[src/rtl/capcmp_pkg.sv]
package capcmp_pkg;

    localparam int MODE_W = 8;

    typedef enum logic [1:0] {
        SEL_MODE = 2'd0,
        SEL_LO   = 2'd1,
        SEL_HI   = 2'd2,
        SEL_NONE = 2'd3
    } reg_sel_e;

    // Bit 0 at the bottom: irq_en ... bit 7 spare
    typedef struct packed {
        logic spare;
        logic cmp_en;
        logic cap_pos;
        logic cap_neg;
        logic mat_en;
        logic tog_en;
        logic pwm_en;
        logic irq_en;
    } mode_t;

    function automatic mode_t mode_from_byte(input logic [MODE_W-1:0] b);
        mode_t m;
        m       = mode_t'(b);
        m.spare = 1'b0;
        return m;
    endfunction

    function automatic logic toggle_active(input mode_t m);
        return m.tog_en & m.mat_en & m.cmp_en;
    endfunction

endpackage

[src/rtl/capcmp_edge_sync.sv]
module capcmp_edge_sync #(
    parameter int SYNC_STAGES = 2
) (
    input  logic clk,
    input  logic rst,
    input  logic pin,
    input  logic rise_en,
    input  logic fall_en,
    output logic edge_hit
);
    // stages [0..SYNC_STAGES-1] synchronize, the last one holds the prior sample
    logic [SYNC_STAGES:0] shreg;
    logic cur_s;
    logic prev_s;

    always_ff @(posedge clk) begin
        if (rst) shreg <= '0;
        else     shreg <= {shreg[SYNC_STAGES-1:0], pin};
    end

    assign cur_s    = shreg[SYNC_STAGES-1];
    assign prev_s   = shreg[SYNC_STAGES];
    assign edge_hit = (rise_en & cur_s & ~prev_s) | (fall_en & ~cur_s & prev_s);
endmodule

[src/rtl/capcmp_match.sv]
module capcmp_match #(
    parameter int CNT_W = 16
) (
    input  logic [CNT_W-1:0] cnt_val,
    input  logic             cnt_step,
    input  logic [CNT_W-1:0] cmp_val,
    input  logic             cmp_en,
    output logic             match_ev,
    output logic             pwm_lvl,
    output logic             low_wrap
);
    localparam int BYTE_W = CNT_W / 2;

    assign match_ev = cnt_step & cmp_en & (cnt_val == cmp_val);
    assign pwm_lvl  = (cnt_val[BYTE_W-1:0] >= cmp_val[BYTE_W-1:0]);
    assign low_wrap = cnt_step & (&cnt_val[BYTE_W-1:0]);
endmodule

[src/rtl/ctr_capcmp_unit.sv]
module ctr_capcmp_unit
    import capcmp_pkg::*;
#(
    parameter int CNT_W       = 16,
    parameter int SYNC_STAGES = 2
) (
    input  logic                  clk,
    input  logic                  rst,
    input  logic [CNT_W-1:0]      cnt_val,
    input  logic                  cnt_step,
    input  logic                  wr_en,
    input  logic [1:0]            wr_sel,
    input  logic [CNT_W/2-1:0]    wr_data,
    input  logic                  flag_clr,
    input  logic                  pin_in,
    output logic [MODE_W-1:0]     mode_q,
    output logic [CNT_W/2-1:0]    cap_lo,
    output logic [CNT_W/2-1:0]    cap_hi,
    output logic                  flag,
    output logic                  irq,
    output logic                  pin_out
);
    localparam int BYTE_W = CNT_W / 2;

    mode_t            mode_r;
    logic [CNT_W-1:0] cmp_r;
    logic             flag_r;
    logic             tog_r;
    logic             pwm_r;

    logic edge_hit, match_ev, pwm_lvl, low_wrap;
    logic wr_mode, wr_lo, wr_hi, set_ev;

    assign wr_mode = wr_en && (reg_sel_e'(wr_sel) == SEL_MODE);
    assign wr_lo   = wr_en && (reg_sel_e'(wr_sel) == SEL_LO);
    assign wr_hi   = wr_en && (reg_sel_e'(wr_sel) == SEL_HI);

    capcmp_edge_sync #(.SYNC_STAGES(SYNC_STAGES)) u_sync (
        .clk      (clk),
        .rst      (rst),
        .pin      (pin_in),
        .rise_en  (mode_r.cap_pos),
        .fall_en  (mode_r.cap_neg),
        .edge_hit (edge_hit)
    );

    capcmp_match #(.CNT_W(CNT_W)) u_match (
        .cnt_val  (cnt_val),
        .cnt_step (cnt_step),
        .cmp_val  (cmp_r),
        .cmp_en   (mode_r.cmp_en),
        .match_ev (match_ev),
        .pwm_lvl  (pwm_lvl),
        .low_wrap (low_wrap)
    );

    // Mode register; compare-byte writes steer the comparator enable
    always_ff @(posedge clk) begin
        if (rst)          mode_r <= '0;
        else if (wr_mode) mode_r <= mode_from_byte(wr_data);
        else if (wr_lo)   mode_r.cmp_en <= 1'b0;
        else if (wr_hi)   mode_r.cmp_en <= 1'b1;
    end

    // Capture/compare register: software write, then capture, then PWM reload
    always_ff @(posedge clk) begin
        if (rst)                            cmp_r <= '0;
        else if (wr_lo)                     cmp_r[BYTE_W-1:0] <= wr_data;
        else if (wr_hi)                     cmp_r[CNT_W-1:BYTE_W] <= wr_data;
        else if (edge_hit)                  cmp_r <= cnt_val;
        else if (mode_r.pwm_en && low_wrap) cmp_r[BYTE_W-1:0] <= cmp_r[CNT_W-1:BYTE_W];
    end

    assign set_ev = edge_hit | (match_ev & mode_r.mat_en);

    always_ff @(posedge clk) begin
        if (rst)           flag_r <= 1'b0;
        else if (set_ev)   flag_r <= 1'b1;
        else if (flag_clr) flag_r <= 1'b0;
    end

    always_ff @(posedge clk) begin
        if (rst)                                    tog_r <= 1'b0;
        else if (match_ev && toggle_active(mode_r)) tog_r <= ~tog_r;
    end

    always_ff @(posedge clk) begin
        if (rst) pwm_r <= 1'b0;
        else     pwm_r <= pwm_lvl;
    end

    assign mode_q  = mode_r;
    assign cap_lo  = cmp_r[BYTE_W-1:0];
    assign cap_hi  = cmp_r[CNT_W-1:BYTE_W];
    assign flag    = flag_r;
    assign irq     = flag_r & mode_r.irq_en;
    assign pin_out = mode_r.pwm_en ? pwm_r : tog_r;
endmodule

[config.mk]
export PLATFORM = sky130hd
export DESIGN_NAME = ctr_capcmp_unit
export DESIGN_NICKNAME = d
export VERILOG_FILES = /design/src/rtl/capcmp_pkg.sv /design/src/rtl/capcmp_edge_sync.sv /design/src/rtl/capcmp_match.sv /design/src/rtl/ctr_capcmp_unit.sv
export SDC_FILE = /design/constraint.sdc
export NUM_CORES = 1
export LEC_CHECK = 0
export BUFFER_PORTS_ARGS = -buffer_cell sky130_fd_sc_hd__buf_2
export CORE_MARGIN = 3
export CORE_UTILIZATION = 47
export CTS_BUF_LIST = sky130_fd_sc_hd__clkbuf_4 sky130_fd_sc_hd__clkbuf_8
export DETAILED_ROUTE_END_ITERATION = 8
export PLACE_DENSITY = 0.78
export SYNTH_ARGS = -nofsm -noshare
export SYNTH_HDL_FRONTEND = slang
export SYNTH_SLANG_ARGS = --single-unit
[constraint.sdc]
create_clock -name clk -period 1.6 [get_ports clk]
set_input_delay 0.16 -clock clk [delete_from_list [all_inputs] [get_ports clk]]
set_output_delay 0.16 -clock clk [all_outputs]
set_load 0.02 [all_outputs]
* Word-level counts from Yosys, hierarchy flattened
Cells that the tools add are included.
Word-level totals: flip-flop bits (word level) 29, input bits 32, output and inout port bits 27, word-level logic and storage cells 60
Cells by class: magnitude comparators 1, eq/ne operators 4, muxes and demuxes 12, bitwise logic cells 17, reductions and logical operators 13
Operators by type and width (count):
- 2-to-1 mux 8 bit | 6
- == test 16 bit | 1
- AND 1 bit | 11
- greater-or-equal comparator 8 bit | 1
- AND reduction 8 bit | 1
- 2-to-1 mux 1 bit | 6
- nonzero test 3 bit | 2
- logical AND 1 bit | 5
- NOT 1 bit | 4
- AND reduction 2 bit | 2
- nonzero test 2 bit | 2
- == test 2 x 1 -> 1 bit (second input constant) | 1
- == test 2 bit (second input constant) | 1
- logical NOT 2 bit | 1
- != test 2 bit (second input constant) | 1
- bitwise OR 1 bit | 2

* Longest topological paths before layout
word-level depth 7, gate-level depth with buffers 7, gate-level depth less buffers 7

* Hierarchy
From an unflattened synthesis, not the netlist that was laid out.
Unflattened totals: cells, all modules 192, area, all modules 1878.1 um2
Modules (own cells, without submodules):
- ctr_capcmp_unit | times used 1, cells each 138, area each 1447.6 um2, seq. area each 520.5 um2
- capcmp_match | times used 1, cells each 45, area each 332.8 um2, seq. area each 0.0 um2
- capcmp_edge_sync | times used 1, cells each 9, area each 97.6 um2, seq. area each 60.1 um2

* Worst setup path after synthesis
No wires, ideal clock.
kind flip-flop to flip-flop, from register cmp_r[7], to register tog_r, setup time 0.128 ns, arrival 1.529 ns, required time 1.472 ns, slack -0.057 ns, cell stages (with the launch flop) 8, buffers on the path 0, clock period less this slack 1.657 ns, path through dfxtp_1 -> inv_1 -> ha_1 -> nand4_1 -> nor4_1 -> nand4_1 -> xor2_1 -> nor2_1
Between the ends: longest elaborated chain between the ends 3
Ends and longest elaborated chain:
- start, declared | RTL line ctr_capcmp_unit.sv:26 | logic [CNT_W-1:0] cmp_r;
- start signal, assigned by index | RTL line ctr_capcmp_unit.sv:68 | else if (wr_lo) cmp_r[BYTE_W-1:0] <= wr_data;
- start signal, assigned by index | RTL line ctr_capcmp_unit.sv:69 | else if (wr_hi) cmp_r[CNT_W-1:BYTE_W] <= wr_data;
- start signal, assigned | RTL line ctr_capcmp_unit.sv:70 | else if (edge_hit) cmp_r <= cnt_val;
- == test 16 bit | RTL line capcmp_match.sv:14 | assign match_ev = cnt_step & cmp_en & (cnt_val == cmp_val);
- AND 1 bit | RTL line capcmp_match.sv:14
- logical AND 1 bit | RTL line ctr_capcmp_unit.sv:84 | else if (match_ev && toggle_active(mode_r)) tog_r <= ~tog_r;
- end signal, assigned | RTL line ctr_capcmp_unit.sv:84
- end, declared | RTL line ctr_capcmp_unit.sv:28 | logic tog_r;
Every way passes these cells. A chain may end at the register's enable or synchronous reset.

* Worst setup path in the final report
from register cmp_r[1], to register tog_r
Same word-level chain as after synthesis.

==> impl_summary.md <==
STA
Setup repair after global routing could not meet its margin everywhere. The setup slack of the critical path after layout is -2.11 ps. For this run, the top clock speed supported by timing is 624 MHz. The part of the cycle the worst path needs is 100%. The tightest slew margin relative to the limit is around 56%. The final setup violation count is 1. Subtracting the final worst setup slack from the clock period gives approximately 1600 ps. Across the routed clock network, the largest skew measured is 2.80 ps. At the pin with the least slew margin, the transition time is 658 ps. The number of slew-limit violations in the final report is 0. The hold violation total from the final report came to 0.

Worst hold path
The type of the tightest min-delay check is in2reg.

Clocking
The H-tree was split into 2 levels. Clock latency on the worst-skew pair, taken at its later pin, is between 200 and 300 ps. In this run the deepest clock path goes through 2 buffers. The number of buffers added by the clock tree synthesis step is 5. CTS placed an instance of sky130_fd_sc_hd__clkbuf_8 at the clock tree root. Hold repair after CTS inserted 0 buffers. The count of clock tree sinks is 29.

The clock transition at the registers of the reported paths is 60 ps. TritonCTS built the clock tree.

Routing
The topmost layer with routed signal wires is met4. In the routed layout, each cell is associated on average with a via count of 5.42. Across all layers, the routed design uses 1718 vias.

Dividing the detail-routed wire length by the instance count gives 16.0 um. For this block, the routed nets add up to slightly above 5000 um of wire. The wire length the detailed router placed on met1 is 2070 um. The remaining number of nets flagged by the antenna check after routing is 0.

The starting DRC count in detailed routing is 158. The met2 wire length is ~2500 um. The met3 layer wire length in the routed design is 415 um. After detailed routing, the number of remaining DRC violations is 0.

The number of iterations in the first detailed-routing pass is 4.

Pwr
Per report_power, the combinational group accounts for 20.5% of the total. Net switching is 29.1% of the power. In this run, the clock network consumes approximately 35% of the power.

The power after layout is approximately 1.7 mW. The part of the power in registers is 45.0%. VDD sags by at most 0.424 mV. For this design the total switching power over the nets is about 0.5 mW. The static leakage is 0.997 nW. The internal power of the cells totals 1.22 mW. The total power density per cell area is 740 nW/um2.

Layout
Cells fill 67.6% of the core in the end. The sequential cell area in the final layout is just under 600 um2. The ratio of cells with drive above 1 in the final layout is 45.4%. In the layout the commonest cells are 57 x sky130_fd_sc_hd__buf_2, 27 x sky130_fd_sc_hd__nand2_1, 23 x sky130_fd_sc_hd__dfxtp_1. The count of antenna diodes in the layout is 0. The layout overhead on the synthesized area is 33.6%. The count of filler cells inserted in the layout is 269. The final non-filler cell area is 2330 um2. In the final layout, the multi-input gates occupy 1110 um2. The finished layout holds 317 standard cells, fillers aside. The final net count is 310.

Leaving out fill and tap cells, the most frequent cell in the layout is sky130_fd_sc_hd__buf_2.

Die
In this run the core area contains 21 standard-cell rows. In this run the standard cell core region covers ~3400 um2. The x dimension of the die is 66.9 um. The height of the die is 66.9 um. The floorplan step defined a die boundary enclosing 4470 um2.

The number of ports placed on the die boundary is 59. For this configuration, the core starts out at a cell density of 50.6%.

Critical path
The launch instance of the worst register-to-register path is cmp_r[1]. The critical path endpoint is tog_r. STA classifies the critical path startpoint as a register. Along the worst path, the maximum fanout reaches 3. The endpoint of the lowest-slack register-to-register path is tog_r. The critical path capture point type is a register. The data required time of the worst path is roughly 1800 ps. The worst register-to-register path has a depth of 7. In this run the register-to-register setup slack is -2 ps. The startpoint of the worst setup timing path is cmp_r[1]. The critical path data arrival time is 1750 ps. The critical path is of the reg2reg type.

Logic synthesis
In this run the cell area of the synthesized design comes to 1740 um2. After synthesis, the share of flip-flops with an asynchronous set or reset is 0%. Synthesis instantiated 36 different standard cells from the library. The post-synth net total is around 240. Summed over all instances, the cell type with the most area after synthesis is sky130_fd_sc_hd__dfxtp_1. By area the synthesized netlist is led by sky130_fd_sc_hd__dfxtp_1 33%, sky130_fd_sc_hd__mux2i_1 8.1%, sky130_fd_sc_hd__a311oi_2 6.9%. The cell count after synthesis is 196.

The commonest register cell after synthesis is sky130_fd_sc_hd__dfxtp_1. The count of flip-flops with a built-in enable after synthesis is 0. During synthesis, Yosys emitted a total of 0 warnings. Synthesis inferred 29 register bits. The average cell area after synthesis is ~8.9 um2. The share of synthesized area in the top cell type comes to 33.4%. The proportion of synthesized chip area in sequential cells is 33.4%.

Place
The wire-length estimate of the detail-placed layout is 3550 um. Timing analysis after detailed placement gives a worst setup slack of -65.2 ps. The total cell area at the placement stage is approximately 2100 um2. The routability congestion estimate is 0.884. Input and output buffers added on the ports amount to 57. The number of placed instances with taps included is 301.

Global routing
Summed over all layers, the global routing overflow is 0. The via count of the first global-routing pass was about 1600. The maximum number of pins on one net before global-route repair is 30. The number of antenna violations at the first check in global routing was 0. In the global route stage, overall resource usage came out at 23.4%. The first global-routing pass estimated 7640 um of wire.

Status
The final reports fail on setup timing. The flow ran to the end, but the final reports show violations.

Flow run
Across the run, the number of max-cap violations was 0.
how the worst min path moves through the flow:
stage,cells past startpoint,endpoint,startpoint
2_1_floorplan,1,u_sync.shreg[0],pin_in
3_3_place_gp,2,u_sync.shreg[0],pin_in
3_5_place_dp,2,u_sync.shreg[0],pin_in
4_1_cts,2,u_sync.shreg[0],pin_in
5_1_grt,2,u_sync.shreg[0],pin_in
6_report,2,u_sync.shreg[0],pin_in
cells by family (layout without fill, tap and decap cells):
| logic type | after synthesis | count (layout) | synth area share [%] |
|---|---|---|---|
| xor+xnor | 9 | 9 | 4.53 |
| other cells | 1 | 1 | 0.215 |
| fa+ha+maj | 8 | 8 | 5.75 |
| flops | 29 | 29 | 33.4 |
| compound gates | 37 | 38 | 19.1 |
| buf+inv | 22 | 96 | 7.69 |
| simple gates | 75 | 75 | 20.7 |
| mux | 15 | 15 | 8.70 |
power groups by stage:
stage,clock network [mW],logic (mW),registers (mW)
2_1_floorplan,0,0.170,0.810
3_3_place_gp,0,0.308,0.789
3_5_place_dp,0,0.314,0.789
4_1_cts,0.608,0.331,0.773
5_1_grt,0.641,0.385,0.777
6_report,0.593,0.353,0.774
area by class of cell:
class / count / share of cell area [%]
clock buffer: 6 / 3.28
clock inverter: 2 / 0.430
inverter: 10 / 1.61
multi-input combinational: 146 / 47.9
sequential: 29 / 25.3
tap: 46 / 2.47
timing repair buffer: 78 / 19.0
cells in the mapped netlist (3+ instances only):
| cell | n |
|---|---|
| sky130_fd_sc_hd__mux2i_1 | 14 |
| sky130_fd_sc_hd__dfxtp_1 | 29 |
| sky130_fd_sc_hd__a311oi_2 | 8 |
| sky130_fd_sc_hd__buf_4 | 5 |
| sky130_fd_sc_hd__inv_1 | 10 |
| sky130_fd_sc_hd__clkbuf_1 | 3 |
| sky130_fd_sc_hd__a211o_1 | 8 |
| sky130_fd_sc_hd__nor2_1 | 22 |
| sky130_fd_sc_hd__nand4_1 | 5 |
| sky130_fd_sc_hd__nand2_1 | 27 |
| sky130_fd_sc_hd__nor2b_1 | 3 |
| sky130_fd_sc_hd__a21oi_1 | 14 |
| sky130_fd_sc_hd__xor2_1 | 9 |
| sky130_fd_sc_hd__ha_1 | 8 |
what timing repair did:
item,CTS,global route
resized for setup,6,5
endpoints found under the setup margin,2,9
pin swaps,4,4
cloned,0,1
buffers inserted,3,4
critical path, stage by stage (launching register included):
cell,delay [ps]
sky130_fd_sc_hd__dfxtp_2,340
sky130_fd_sc_hd__inv_1,70
sky130_fd_sc_hd__ha_4,270
sky130_fd_sc_hd__nand3_1,90
sky130_fd_sc_hd__nor4_2,330
sky130_fd_sc_hd__nand4_1,150
sky130_fd_sc_hd__xor2_1,170
sky130_fd_sc_hd__nor2_1,50
metal layers:
metal | track usage, % | up-vias
met3 | 5.23 | 9
met5 | 0 | -
met4 | 10.9 | 0
li1 | - | 829
met1 | 29.6 | 794
met2 | 37.5 | 86
through the flow:
stage               setup TNS [ps]  hold WS (ps)
finish                       -2.11          86.3
global route                  -168          93.8
CTS                              0          78.2
detailed placement           -65.2           372
global placement                 0           372
floorplan                        0           288
sequential cells by signal (all words and copies together), names as in the netlist:
name	count
pwm_r	1
mode_q	7
tog_r	1
u_sync.shreg	3
flag	1
cmp_r	16
Note: power is estimated with default switching activity, not from simulation.
